--- config.mk ---
export PLATFORM = sky130hd
export DESIGN_NAME = stop_reset_ctl
export DESIGN_NICKNAME = d
export VERILOG_FILES = /design/src/rtl/stopctl_pkg.sv /design/src/rtl/stopctl_datapath.sv /design/src/rtl/stopctl_fsm.sv /design/src/rtl/stop_reset_ctl.sv
export SDC_FILE = /design/constraint.sdc
export NUM_CORES = 1
export LEC_CHECK = 0
export BUFFER_PORTS_ARGS = -buffer_cell sky130_fd_sc_hd__buf_2
export CAP_MARGIN = 10
export CORE_AREA = 5 5 42 44
export CTS_CLUSTER_DIAMETER = 50
export DETAILED_ROUTE_END_ITERATION = 7
export DIE_AREA = 0 0 47 49
export GPL_TIMING_DRIVEN = 0
export MAX_ROUTING_LAYER = met4
export SYNTH_ARGS = -nofsm -noshare
export SYNTH_HDL_FRONTEND = slang
export SYNTH_SLANG_ARGS = --single-unit
--- constraint.sdc ---
create_clock -name clk -period 1.3 [get_ports clk]
set_input_delay 0.195 -clock clk [delete_from_list [all_inputs] [get_ports clk]]
set_output_delay 0.195 -clock clk [all_outputs]
set_load 0.05 [all_outputs]
--- src/rtl/stopctl_pkg.sv ---
package stopctl_pkg;

  typedef enum logic [1:0] {
    ST_IDLE = 2'd0,
    ST_PEND = 2'd1,
    ST_FIRE = 2'd2
  } stopState_e;

  // Strobes from control to datapath
  typedef struct packed {
    logic setStop;   // latch stop bit, event accepted
    logic allowClr;  // software may clear the stop bit
    logic holdReq;   // keep bus request alive for queued work
    logic fire;      // one-cycle local reset
  } stopStrobe_t;

endpackage

--- src/rtl/stopctl_datapath.sv ---
module stopctl_datapath
  import stopctl_pkg::*;
#(
  parameter int DATA_W    = 16,
  parameter int ADDR_W    = 4,
  parameter int CNT_W     = 4,
  parameter int NUM_REGS  = 8,
  parameter int CTL_ADDR  = 0,
  parameter int STOP_POS  = 2,
  parameter logic [NUM_REGS-1:0] RST_MASK = 8'b0001_1001
) (
  input  logic              clk,
  input  logic              rstN,
  input  logic              wrEn,
  input  logic [ADDR_W-1:0] wrAddr,
  input  logic [DATA_W-1:0] wrData,
  input  logic              busReqIn,
  input  logic [CNT_W-1:0]  pendCnt,
  input  stopStrobe_t       strobes,
  output logic              stopWrOne,
  output logic              stopWrZero,
  output logic              stopBitQ,
  output logic              drainDone,
  output logic              busReqOut,
  output logic [NUM_REGS-1:0] regRst,
  output logic              seqRst,
  output logic              eeLoadReq
);

  localparam logic [ADDR_W-1:0] CtlAddr = ADDR_W'(CTL_ADDR);

  logic ctlHit;
  logic eeArmed;
  logic eeReqQ;

  assign ctlHit     = wrEn && (wrAddr == CtlAddr);
  assign stopWrOne  = ctlHit &&  wrData[STOP_POS];
  assign stopWrZero = ctlHit && !wrData[STOP_POS];
  assign drainDone  = (pendCnt == '0);

  // stop bit: set on accepted event, cleared only when idle
  always_ff @(posedge clk or negedge rstN) begin
    if (!rstN) begin
      stopBitQ <= 1'b0;
    end else if (strobes.setStop) begin
      stopBitQ <= 1'b1;
    end else if (stopWrZero && strobes.allowClr) begin
      stopBitQ <= 1'b0;
    end
  end

  // request is never dropped while queued work remains
  assign busReqOut = busReqIn || (strobes.holdReq && !drainDone);

  // per-register reset pulses
  generate
    for (genvar g = 0; g < NUM_REGS; g++) begin : g_regRst
      if (RST_MASK[g]) begin : g_sel
        assign regRst[g] = strobes.fire;
      end else begin : g_keep
        assign regRst[g] = 1'b0;
      end
    end
  endgenerate

  assign seqRst = strobes.fire;

  // EEPROM load only once after hardware reset
  always_ff @(posedge clk or negedge rstN) begin
    if (!rstN) begin
      eeArmed <= 1'b0;
      eeReqQ  <= 1'b0;
    end else begin
      eeArmed <= 1'b1;
      eeReqQ  <= !eeArmed;
    end
  end
  assign eeLoadReq = eeReqQ;


  // queued work holds the outgoing request
  req_hold_chk: assert property (@(posedge clk) disable iff (!rstN)
    (strobes.holdReq && !drainDone) |-> busReqOut);


  // load request is a single-cycle pulse
  ee_pulse_chk: assert property (@(posedge clk) disable iff (!rstN)
    eeLoadReq |=> !eeLoadReq);


  // stop bit cannot drop while a reset is being fired
  stop_keep_chk: assert property (@(posedge clk) disable iff (!rstN)
    strobes.fire |=> stopBitQ);

endmodule

--- src/rtl/stopctl_fsm.sv ---
module stopctl_fsm
  import stopctl_pkg::*;
(
  input  logic        clk,
  input  logic        rstN,
  input  logic        stopWrOne,
  input  logic        stopBitQ,
  input  logic        busGnt,
  input  logic        drainDone,
  output stopStrobe_t strobes,
  output logic        pendingSts
);

  stopState_e state, stateNxt;
  logic       startEvt;

  assign startEvt = (state == ST_IDLE) && stopWrOne && !stopBitQ;

  always_comb begin
    stateNxt = state;
    case (state)
      ST_IDLE: if (startEvt)            stateNxt = ST_PEND;
      ST_PEND: if (busGnt && drainDone) stateNxt = ST_FIRE;
      ST_FIRE:                          stateNxt = ST_IDLE;
      default:                          stateNxt = ST_IDLE;
    endcase
  end

  always_ff @(posedge clk or negedge rstN) begin
    if (!rstN) state <= ST_IDLE;
    else       state <= stateNxt;
  end

  always_comb begin
    strobes.setStop  = startEvt;
    strobes.allowClr = (state == ST_IDLE);
    strobes.holdReq  = (state == ST_PEND);
    strobes.fire     = (state == ST_FIRE);
  end

  assign pendingSts = (state == ST_PEND);


  // zero-to-one stop write opens a pending event
  start_pend_chk: assert property (@(posedge clk) disable iff (!rstN)
    (state == ST_IDLE && stopWrOne && !stopBitQ) |=> pendingSts);


  // fire only after grant seen with nothing queued
  fire_gate_chk: assert property (@(posedge clk) disable iff (!rstN)
    $rose(strobes.fire) |-> $past(busGnt && drainDone));


  // reset pulse is one clock wide
  fire_width_chk: assert property (@(posedge clk) disable iff (!rstN)
    strobes.fire |=> !strobes.fire);


  // pending implies the stop bit is already held
  pend_bit_chk: assert property (@(posedge clk) disable iff (!rstN)
    pendingSts |-> stopBitQ);

endmodule

--- src/rtl/stop_reset_ctl.sv ---
module stop_reset_ctl
  import stopctl_pkg::*;
#(
  parameter int DATA_W   = 16,
  parameter int ADDR_W   = 4,
  parameter int CNT_W    = 4,
  parameter int NUM_REGS = 8,
  parameter int CTL_ADDR = 0,
  parameter int STOP_POS = 2,
  parameter logic [NUM_REGS-1:0] RST_MASK = 8'b0001_1001
) (
  input  logic                clk,
  input  logic                rstN,
  input  logic                wrEn,
  input  logic [ADDR_W-1:0]   wrAddr,
  input  logic [DATA_W-1:0]   wrData,
  input  logic                busReqIn,
  input  logic                busGnt,
  input  logic [CNT_W-1:0]    pendCnt,
  output logic                busReqOut,
  output logic [NUM_REGS-1:0] regRst,
  output logic                seqRst,
  output logic                stopActive,
  output logic                stopPending,
  output logic                eeLoadReq
);

  stopStrobe_t strobes;
  logic stopWrOne, stopWrZero, stopBitQ, drainDone;

  stopctl_fsm u_fsm (
    .clk        (clk),
    .rstN       (rstN),
    .stopWrOne  (stopWrOne),
    .stopBitQ   (stopBitQ),
    .busGnt     (busGnt),
    .drainDone  (drainDone),
    .strobes    (strobes),
    .pendingSts (stopPending)
  );

  stopctl_datapath #(
    .DATA_W   (DATA_W),
    .ADDR_W   (ADDR_W),
    .CNT_W    (CNT_W),
    .NUM_REGS (NUM_REGS),
    .CTL_ADDR (CTL_ADDR),
    .STOP_POS (STOP_POS),
    .RST_MASK (RST_MASK)
  ) u_dp (
    .clk        (clk),
    .rstN       (rstN),
    .wrEn       (wrEn),
    .wrAddr     (wrAddr),
    .wrData     (wrData),
    .busReqIn   (busReqIn),
    .pendCnt    (pendCnt),
    .strobes    (strobes),
    .stopWrOne  (stopWrOne),
    .stopWrZero (stopWrZero),
    .stopBitQ   (stopBitQ),
    .drainDone  (drainDone),
    .busReqOut  (busReqOut),
    .regRst     (regRst),
    .seqRst     (seqRst),
    .eeLoadReq  (eeLoadReq)
  );

  assign stopActive = stopBitQ;

endmodule

==> results.yml, run 1 <==
sta:
  timing_hold_violations_final: 0
  final.setup.tns_ns: 0
  skew_ns: 0.0000344
  fin_crit_sh_pct: 98.5
  fin_crit_ns: 1.28
  rsz0062_at_grt: "yes"
  drv_slew: 0
  max_freq_mhz: 781
  fin_hold_ws_ns: 0.200
  finalSetupViolations: 0
power:
  peakVddDrop_v: 0.000539
  leakage_uw: 0.000290
  p_total_uw: 625
  power_density_nw_per_um2: 1140
detailed_routing:
  post_drt_via_cell_ratio: 3.67
  wl_per_cell_um: 8.81
  drt_iter0_drc: 1
  antenna_left: 0
  first_pass_iters: 2
  vias: 275
  drc: 0
  routed_wl_um: 661
synthesis:
  ys_ff_latch: 5
  synth_seq_area_share_pct: 43.5
  ys_warn_count: 0
  syn_avg_cell_area_sq_um: 9.92
  synthArstFlopShare_pct: 100
  synth_cells: 29
  synth_cell_types: 14
  synth_top_cell_area_share_pct: 43.5
  synth_edf_count: 0
  yosys-top-cells-area: "dfrtp_1 43%, buf_4 21%, mux2_4 5.2%"
  yosysTopAreaCell: "dfrtp_1"
  yosys-top-cells-count: "8 x buf_4, 5 x dfrtp_1"
  synth_area_sq_um: 288
  yosysMostFrequentCell: "buf_4"
  yosys_most_used_dff: "dfrtp_1"
clock_network:
  path_clk_slew_ns: 0.04
  cts_buffer_depth: 2
  cts_num_sinks: 5
  htree_num_levels: 1
  clock_latency_ns: 0.24
  cts_tree: "yes"
  post_cts_buffers: 0
  cts_buffers: 3
  root_buffer: "clkbuf_4"
place:
  gp_congestion: 0.703
  placed_cell_area_sq_um: 439
  dp_hpwl_um: 536
  port_buffers: 21
setup_path:
  crit_path_start_kind: "flip-flop"
  crit_fanout: 3
  r2r_cells: 3
  crit_arrival_ns: 1.09
  worstPathRequired_ns: 1.11
  r2r_slack_ns: 0.10
  r2r-end: "u_dp.stopBitQ"
  worstSetupPathType: "reg -> out"
  endpoint_kind: "output pin"
  reg2reg_from: "u_fsm.state[0]"
floorplanning:
  start_util_pct: 20.5
  rows: 14
  dieArea_sq_um: 2300
  fp.dieH_um: 49
  pin_count: 42
  fp.coreArea_sq_um: 1400
  fp.dieW_um: 47
hold_path:
  hold_depth: 2
  hold_path.class: "in -> reg"
  min_from: "wrData[2]"
  hold_path_end: "u_dp.stopBitQ"
finish:
  fin_util_pct: 39.0
  multi_input_area_sq_um: 143
  design_area_sq_um: 547
  nets: 89
  nFillCells: 156
  antennaDiodeCount: 0
  register_area_sq_um: 126
  drive_gt1_share_pct: 66.1
  area_growth_pct: 90.0
job:
  max_cap_violations: 0
global_route:
  grt_pass1_wl_um: 1020
  grt_util_all_layers_pct: 6.46
  antenna_found_initial: 0
  grt.met1_usage_pct: 7.59
  grt_max_degree: 6
  grtUsageMet2_pct: 8.14
  grt-ovfl-total: 0
  grt_pass1_vias: 290
  grt_util_met3_pct: 1.48
  busiest_layer: "met2"
outcome:
  status: "completed"
==> sequential cells by signal (all words and copies together) (netlist names) <==
name            cells
u_dp.stopBitQ       1
u_dp.eeLoadReq      1
u_fsm.state         2
u_dp.eeArmed        1
==> layer usage <==
layer / share of wire [%] / wire length (um)
met1: 42 / 278
met2: 47 / 311
met3: 9.4 / 62
met4: 1.2 / 8
met5: 0 / 0
==> where the power goes <==
part / internal, uW / switching, uW
sequential: 176 / 19.7
clock: 116 / 62.4
combinational: 96.1 / 156
total: 388 / 238
==> area by class of cell <==
class                           instances  share of cell area [%]
Timing Repair Buffer                   22                    30.0
Multi-Input combinational cell         18                    26.1
Sequential cell                         5                    23.1
Buffer                                  8                    11.0
Clock buffer                            4                    4.81
Tap cell                               16                    3.66
Inverter                                2                    1.37
==> cell families (layout without fill, tap and decap cells) <==
kind of cell | after synthesis | count (layout) | share of synthesized area [%]
buffers and inverters | 10 | 36 | 23.5
and+or+nand+nor | 9 | 9 | 19.6
DFF | 5 | 5 | 43.5
other | 2 | 6 | 2.61
AOI/OAI and AO/OA | 2 | 2 | 5.65
muxes | 1 | 1 | 5.22
==> worst max path at each step <==
stage | from | end | slack, ns
2_1_floorplan | u_fsm.state[1] | busReqOut | 0.07
3_3_place_gp | u_fsm.state[1] | u_dp.stopBitQ | 0.11
3_5_place_dp | u_fsm.state[0] | u_dp.stopBitQ | 0.10
4_1_cts | u_fsm.state[1] | busReqOut | -0.01
5_1_grt | u_fsm.state[1] | busReqOut | -0.03
6_report | u_fsm.state[1] | busReqOut | 0.02
==> worst max-delay path: stages (launching register included) <==
cell and delay (ns):
dfrtp_1 0.39, nand2b_4 0.17, o21bai_4 0.13, buf_8 0.16
==> layout by cell type, fill, tap and decap left out, types with 2 or more instances in the layout <==
cell type / synthesis / routed
buf_2: 0 / 15
buf_4: 8 / 9
conb_1: 2 / 6
buf_8: 0 / 4
dfrtp_1: 5 / 4
clkbuf_4: 0 / 3
inv_1: 2 / 2
nand2_1: 2 / 2
==> through the flow <==
stage | setup slack [ns] | cells
3_5_place_dp | 0.102 | 70
4_1_cts | -0.0104 | 75
2_1_floorplan | 0.0741 | 33
5_1_grt | -0.0309 | 75
3_3_place_gp | 0.112 | 70
6_report | 0.0191 | 75
==> timing repair <==
item / CTS / global route
pin swaps: 0 / 1
endpoints found under the hold margin: 5 / 0
setup endpoints to repair: 5 / 5
gates resized for setup: 13 / 6
cloned: 0 / 0
hold buffers: 1 / 0
No activity file was read; power rests on OpenSTA's default activity.
==> run 2, diff against run 1 <==
--- a/config.mk
+++ b/config.mk
@@ -14,4 +14,5 @@
 export GPL_TIMING_DRIVEN = 0
 export MAX_ROUTING_LAYER = met4
+export SKIP_LAST_GASP = 1
 export SYNTH_ARGS = -nofsm -noshare
 export SYNTH_HDL_FRONTEND = slang
==> constraint.sdc (replaced) <==
create_clock -name clk -period 1.3 [get_ports clk]
set_input_delay 0.065 -clock clk [delete_from_list [all_inputs] [get_ports clk]]
set_output_delay 0.065 -clock clk [all_outputs]
set_load 0.05 [all_outputs]
==> results.yml, run 2 (same netlist as run 1, synthesis figures left out) <==
outcome:
  status: "completed"
setup_path:
  critPathBufInv: 2
  crit_fanout: 4
  worstSetupPathType: "reg -> out"
  path_delay_family: "flip-flops"
  crit_chain: "nor2b_2 > buf_4 > buf_2"
  crit_arrival_ns: 1.17
  worstPathRequired_ns: 1.24
  crit_path_max_incr_delay_ns: 0.40
  cpMaxStageDelayCell: "dfrtp_1"
  endpoint_kind: "output pin"
  crit_path_start_kind: "flip-flop"
detailed_routing:
  post_drt_via_cell_ratio: 3.47
  antenna_left: 0
  drc: 0
  first_pass_iters: 1
  vias: 260
  routed_wl_um: 604
  wl_per_cell_um: 8.05
  drt_iter0_drc: 0
finish:
  nets: 89
  area_growth_pct: 67.4
  final_cells: 75
  largest_register_ffs: 2
  final_cell_mix: "18 x buf_2, 8 x buf_4, 6 x conb_1"
  antennaDiodeCount: 0
  layout_commonest_cell: "buf_2"
  nFillCells: 159
  drive_gt1_share_pct: 61.0
  design_area_sq_um: 482
  regMostFlops: "u_fsm.state"
sta:
  fin_crit_ns: 1.23
  skew_ns: 0.00000625
  timing_hold_violations_final: 0
  final.setup.tns_ns: 0
  drv_slew: 0
  fin_crit_sh_pct: 94.9
  finalSetupViolations: 0
  rsz0062_at_grt: "yes"
  max_freq_mhz: 810
global_route:
  grt_max_degree: 6
  grt_pass1_wl_um: 1040
  grt-ovfl-total: 0
  antenna_found_initial: 0
  grt_pass1_vias: 295
  grt_util_all_layers_pct: 6.53
floorplanning:
  rows: 14
  fp.dieH_um: 49
  fp.coreArea_sq_um: 1400
  fp.dieW_um: 47
  start_util_pct: 20.5
  pin_count: 42
  dieArea_sq_um: 2300
place:
  gp_congestion: 0.710
  placed_cell_area_sq_um: 434
  dp_hpwl_um: 547
  port_buffers: 21
  dpl.cell_count: 70
clock_network:
  post_cts_buffers: 0
  cts_buffers: 3
  htree_num_levels: 1
  path_clk_slew_ns: 0.04
  clock_latency_ns: 0.23
  cts_tree: "yes"
  cts_num_sinks: 5
  root_buffer: "clkbuf_4"
  cts_buffer_depth: 2
power:
  p_total_uw: 588
  power_density_nw_per_um2: 1220
  peakVddDrop_v: 0.000455
  leakage_uw: 0.000280
hold_path:
  hold_path.class: "in -> reg"
job:
  max_cap_violations: 0
[run 2: report_power, final]
group          switching, uW  internal, uW
Clock                   58.7           116
Sequential              13.5           174
Combinational            148          77.9
Total                    220           368
[run 2: worst paths after layout]
kind | from | slack, ns | cells after the start | endpoint
max in group asynchronous | rstN | 1.01 | 2 | u_fsm.state[1]
min reg2reg | u_dp.eeArmed | 0.38 | 1 | u_dp.eeLoadReq
max reg2reg | u_fsm.state[1] | 0.11 | 3 | u_dp.stopBitQ
min in group asynchronous | rstN | 0.16 | 2 | u_dp.eeLoadReq
min | wrData[2] | 0.08 | 2 | u_dp.stopBitQ
max | u_fsm.state[0] | 0.07 | 3 | regRst[0]
[run 2: repair_timing]
action                                  CTS  global route
resized for setup                         1             3
hold endpoints to repair                  5             0
endpoints found under the setup margin    1             3
hold buffers                              1             0
[run 2: final cells by class]
| class | instances | area (sq um) | area share, % |
|---|---|---|---|
| repair buffers | 22 | 126 | 26.2 |
| well taps | 16 | 20.0 | 4.16 |
| plain buffers | 8 | 60.1 | 12.5 |
| inverters | 2 | 7.51 | 1.56 |
| clock buffers | 4 | 26.3 | 5.45 |
| multi-input cells | 18 | 116 | 24.2 |
| flip-flops and latches | 5 | 125 | 26.0 |
[run 2: stage by stage]
stage                     utilization, %  setup WS (ns)  hold slack [ns]
final                               34.4         0.0660           0.0781
after global routing                34.4        -0.0115           0.0819
after CTS                           33.8         0.0402           0.0696
after detailed placement            31.0         0.0983           -0.119
after global placement              31.0          0.108           -0.119
after floorplan                        -         0.0317           -0.231
[run 2: routing by layer]
metal	track usage, %	share of wire (%)
met5	-	0
met4	6.91	0
met3	1.11	13
met2	9.05	45
met1	7.13	42
==> run 3, diff against run 2 <==
- PLACE_DENSITY_LB_ADDON: default -> 0.05
==> results.yml, run 3 (same netlist as run 1, synthesis figures left out) <==
setup_path:
  crit_chain: "nand2b_1 > o21bai_2 > buf_6"
  worstPathRequired_ns: 1.24
  cpMaxStageDelayCell: "dfrtp_1"
  worstSetupPathType: "reg -> out"
  crit_arrival_ns: 1.16
  crit_path_start_kind: "flip-flop"
  crit_path_max_incr_delay_ns: 0.38
  endpoint_kind: "output pin"
  crit_fanout: 3
floorplanning:
  pin_count: 42
  fp.coreArea_sq_um: 1400
  fp.dieW_um: 47
  rows: 14
  start_util_pct: 20.5
  fp.dieH_um: 49
  dieArea_sq_um: 2300
sta:
  finalSetupViolations: 0
  timing_hold_violations_final: 0
  fin_crit_ns: 1.23
  fin_hold_ws_ns: 0.0698
  max_freq_mhz: 814
  skew_ns: 0.00300
  drv_slew: 0
  fin_crit_sh_pct: 94.5
  final.setup.tns_ns: 0
  rsz0062_at_grt: "no"
  fin_ws_ns: 0.0721
clock_network:
  cts_buffers: 3
  clock_latency_ns: 0.24
  cts_buffer_depth: 2
  path_clk_slew_ns: 0.04
  cts_num_sinks: 5
  htree_num_levels: 1
  post_cts_buffers: 0
  root_buffer: "clkbuf_4"
  cts_tree: "yes"
detailed_routing:
  wl_per_cell_um: 9.24
  first_pass_iters: 2
  antenna_left: 0
  drt_iter0_drc: 1
  vias: 274
  routed_wl_um: 693
  drc: 0
  post_drt_via_cell_ratio: 3.65
finish:
  design_area_sq_um: 487
  regMostFlops: "u_fsm.state"
  nFillCells: 164
  final_cells: 75
  register_area_sq_um: 125
  multi_input_area_sq_um: 116
  area_growth_pct: 69.1
  layout_commonest_cell: "buf_2"
  largest_register_ffs: 2
  antennaDiodeCount: 0
  final_cell_mix: "16 x buf_2, 8 x buf_4, 7 x clkbuf_4"
  drive_gt1_share_pct: 61.0
  nets: 89
place:
  dpl.cell_count: 70
  pre_cts_ws_ns: 0.0932
  placed_cell_area_sq_um: 434
  port_buffers: 21
  gp_congestion: 0.645
  dp_hpwl_um: 618
power:
  power_density_nw_per_um2: 1210
  peakVddDrop_v: 0.000301
  leakage_uw: 0.000279
hold_path:
  hold_path.class: "in -> reg"
job:
  max_cap_violations: 0
global_route:
  antenna_found_initial: 0
  grt_pass1_vias: 315
  grt_max_degree: 6
  grt-ovfl-total: 0
  grt_util_all_layers_pct: 7.31
  grt_pass1_wl_um: 1130
outcome:
  status: "completed"
==> run 3: path summary, 6_finish.rpt <==
kind | startpoint | to | cells past startpoint | slack, ns
setup / recovery | u_fsm.state[1] | busReqOut | 3 | 0.07
hold / removal | busGnt | u_fsm.state[1] | 3 | 0.07
setup reg to reg | u_fsm.state[1] | u_dp.stopBitQ | 3 | 0.10
hold reg to reg | u_dp.eeArmed | u_dp.eeLoadReq | 1 | 0.38
max in group asynchronous | rstN | u_dp.eeArmed | 2 | 1.00
min in group asynchronous | rstN | u_dp.eeLoadReq | 2 | 0.17
==> run 3: stage by stage <==
| step | util, % | total power, uW |
|---|---|---|
| after floorplan | - | 354 |
| after global placement | 31.0 | 404 |
| after detailed placement | 31.0 | 405 |
| after CTS | 33.8 | 595 |
| after global routing | 34.7 | 629 |
| final | 34.7 | 590 |
==> run 3: routing by layer <==
| layer | track usage [%] | part of all wire, % | vias up | wire length [um] |
|---|---|---|---|---|
| met5 | - | 0 | - | 0 |
| met4 | 8.29 | 0 | 0 | 0 |
| met3 | 1.11 | 11 | 0 | 79 |
| met2 | 10.2 | 51 | 18 | 354 |
| met1 | 7.76 | 37 | 119 | 259 |
| li1 | - | - | 137 | - |
==> run 3: where the power goes <==
group	internal, uW	switching [uW]	total, uW
logic	78.2	149	227
clock network	116	59.7	176
registers	174	13.1	187
total	368	222	590
==> run 3: critical path: cells and delay by family, from the launching register on <==
family          cells  cell delay (ns)
flops               1             0.38
compound gates      1             0.17
simple gates        1             0.20
buf+inv             1             0.17
==> run 3: layout make-up <==
class	count	area share, %
Inverter	2	1.54
Multi-Input combinational cell	18	23.9
Clock buffer	4	5.40
Sequential cell	5	25.7
Tap cell	16	4.11
Timing Repair Buffer	22	27.0
Buffer	8	12.3
==> run 3: timing repair <==
item | 4_1_cts | 5_1_grt
resized for setup | 1 | 5
hold endpoints to repair | 5 | 0
endpoints found under the setup margin | 1 | 5
hold buffers | 1 | 0
cloned | 0 | 0
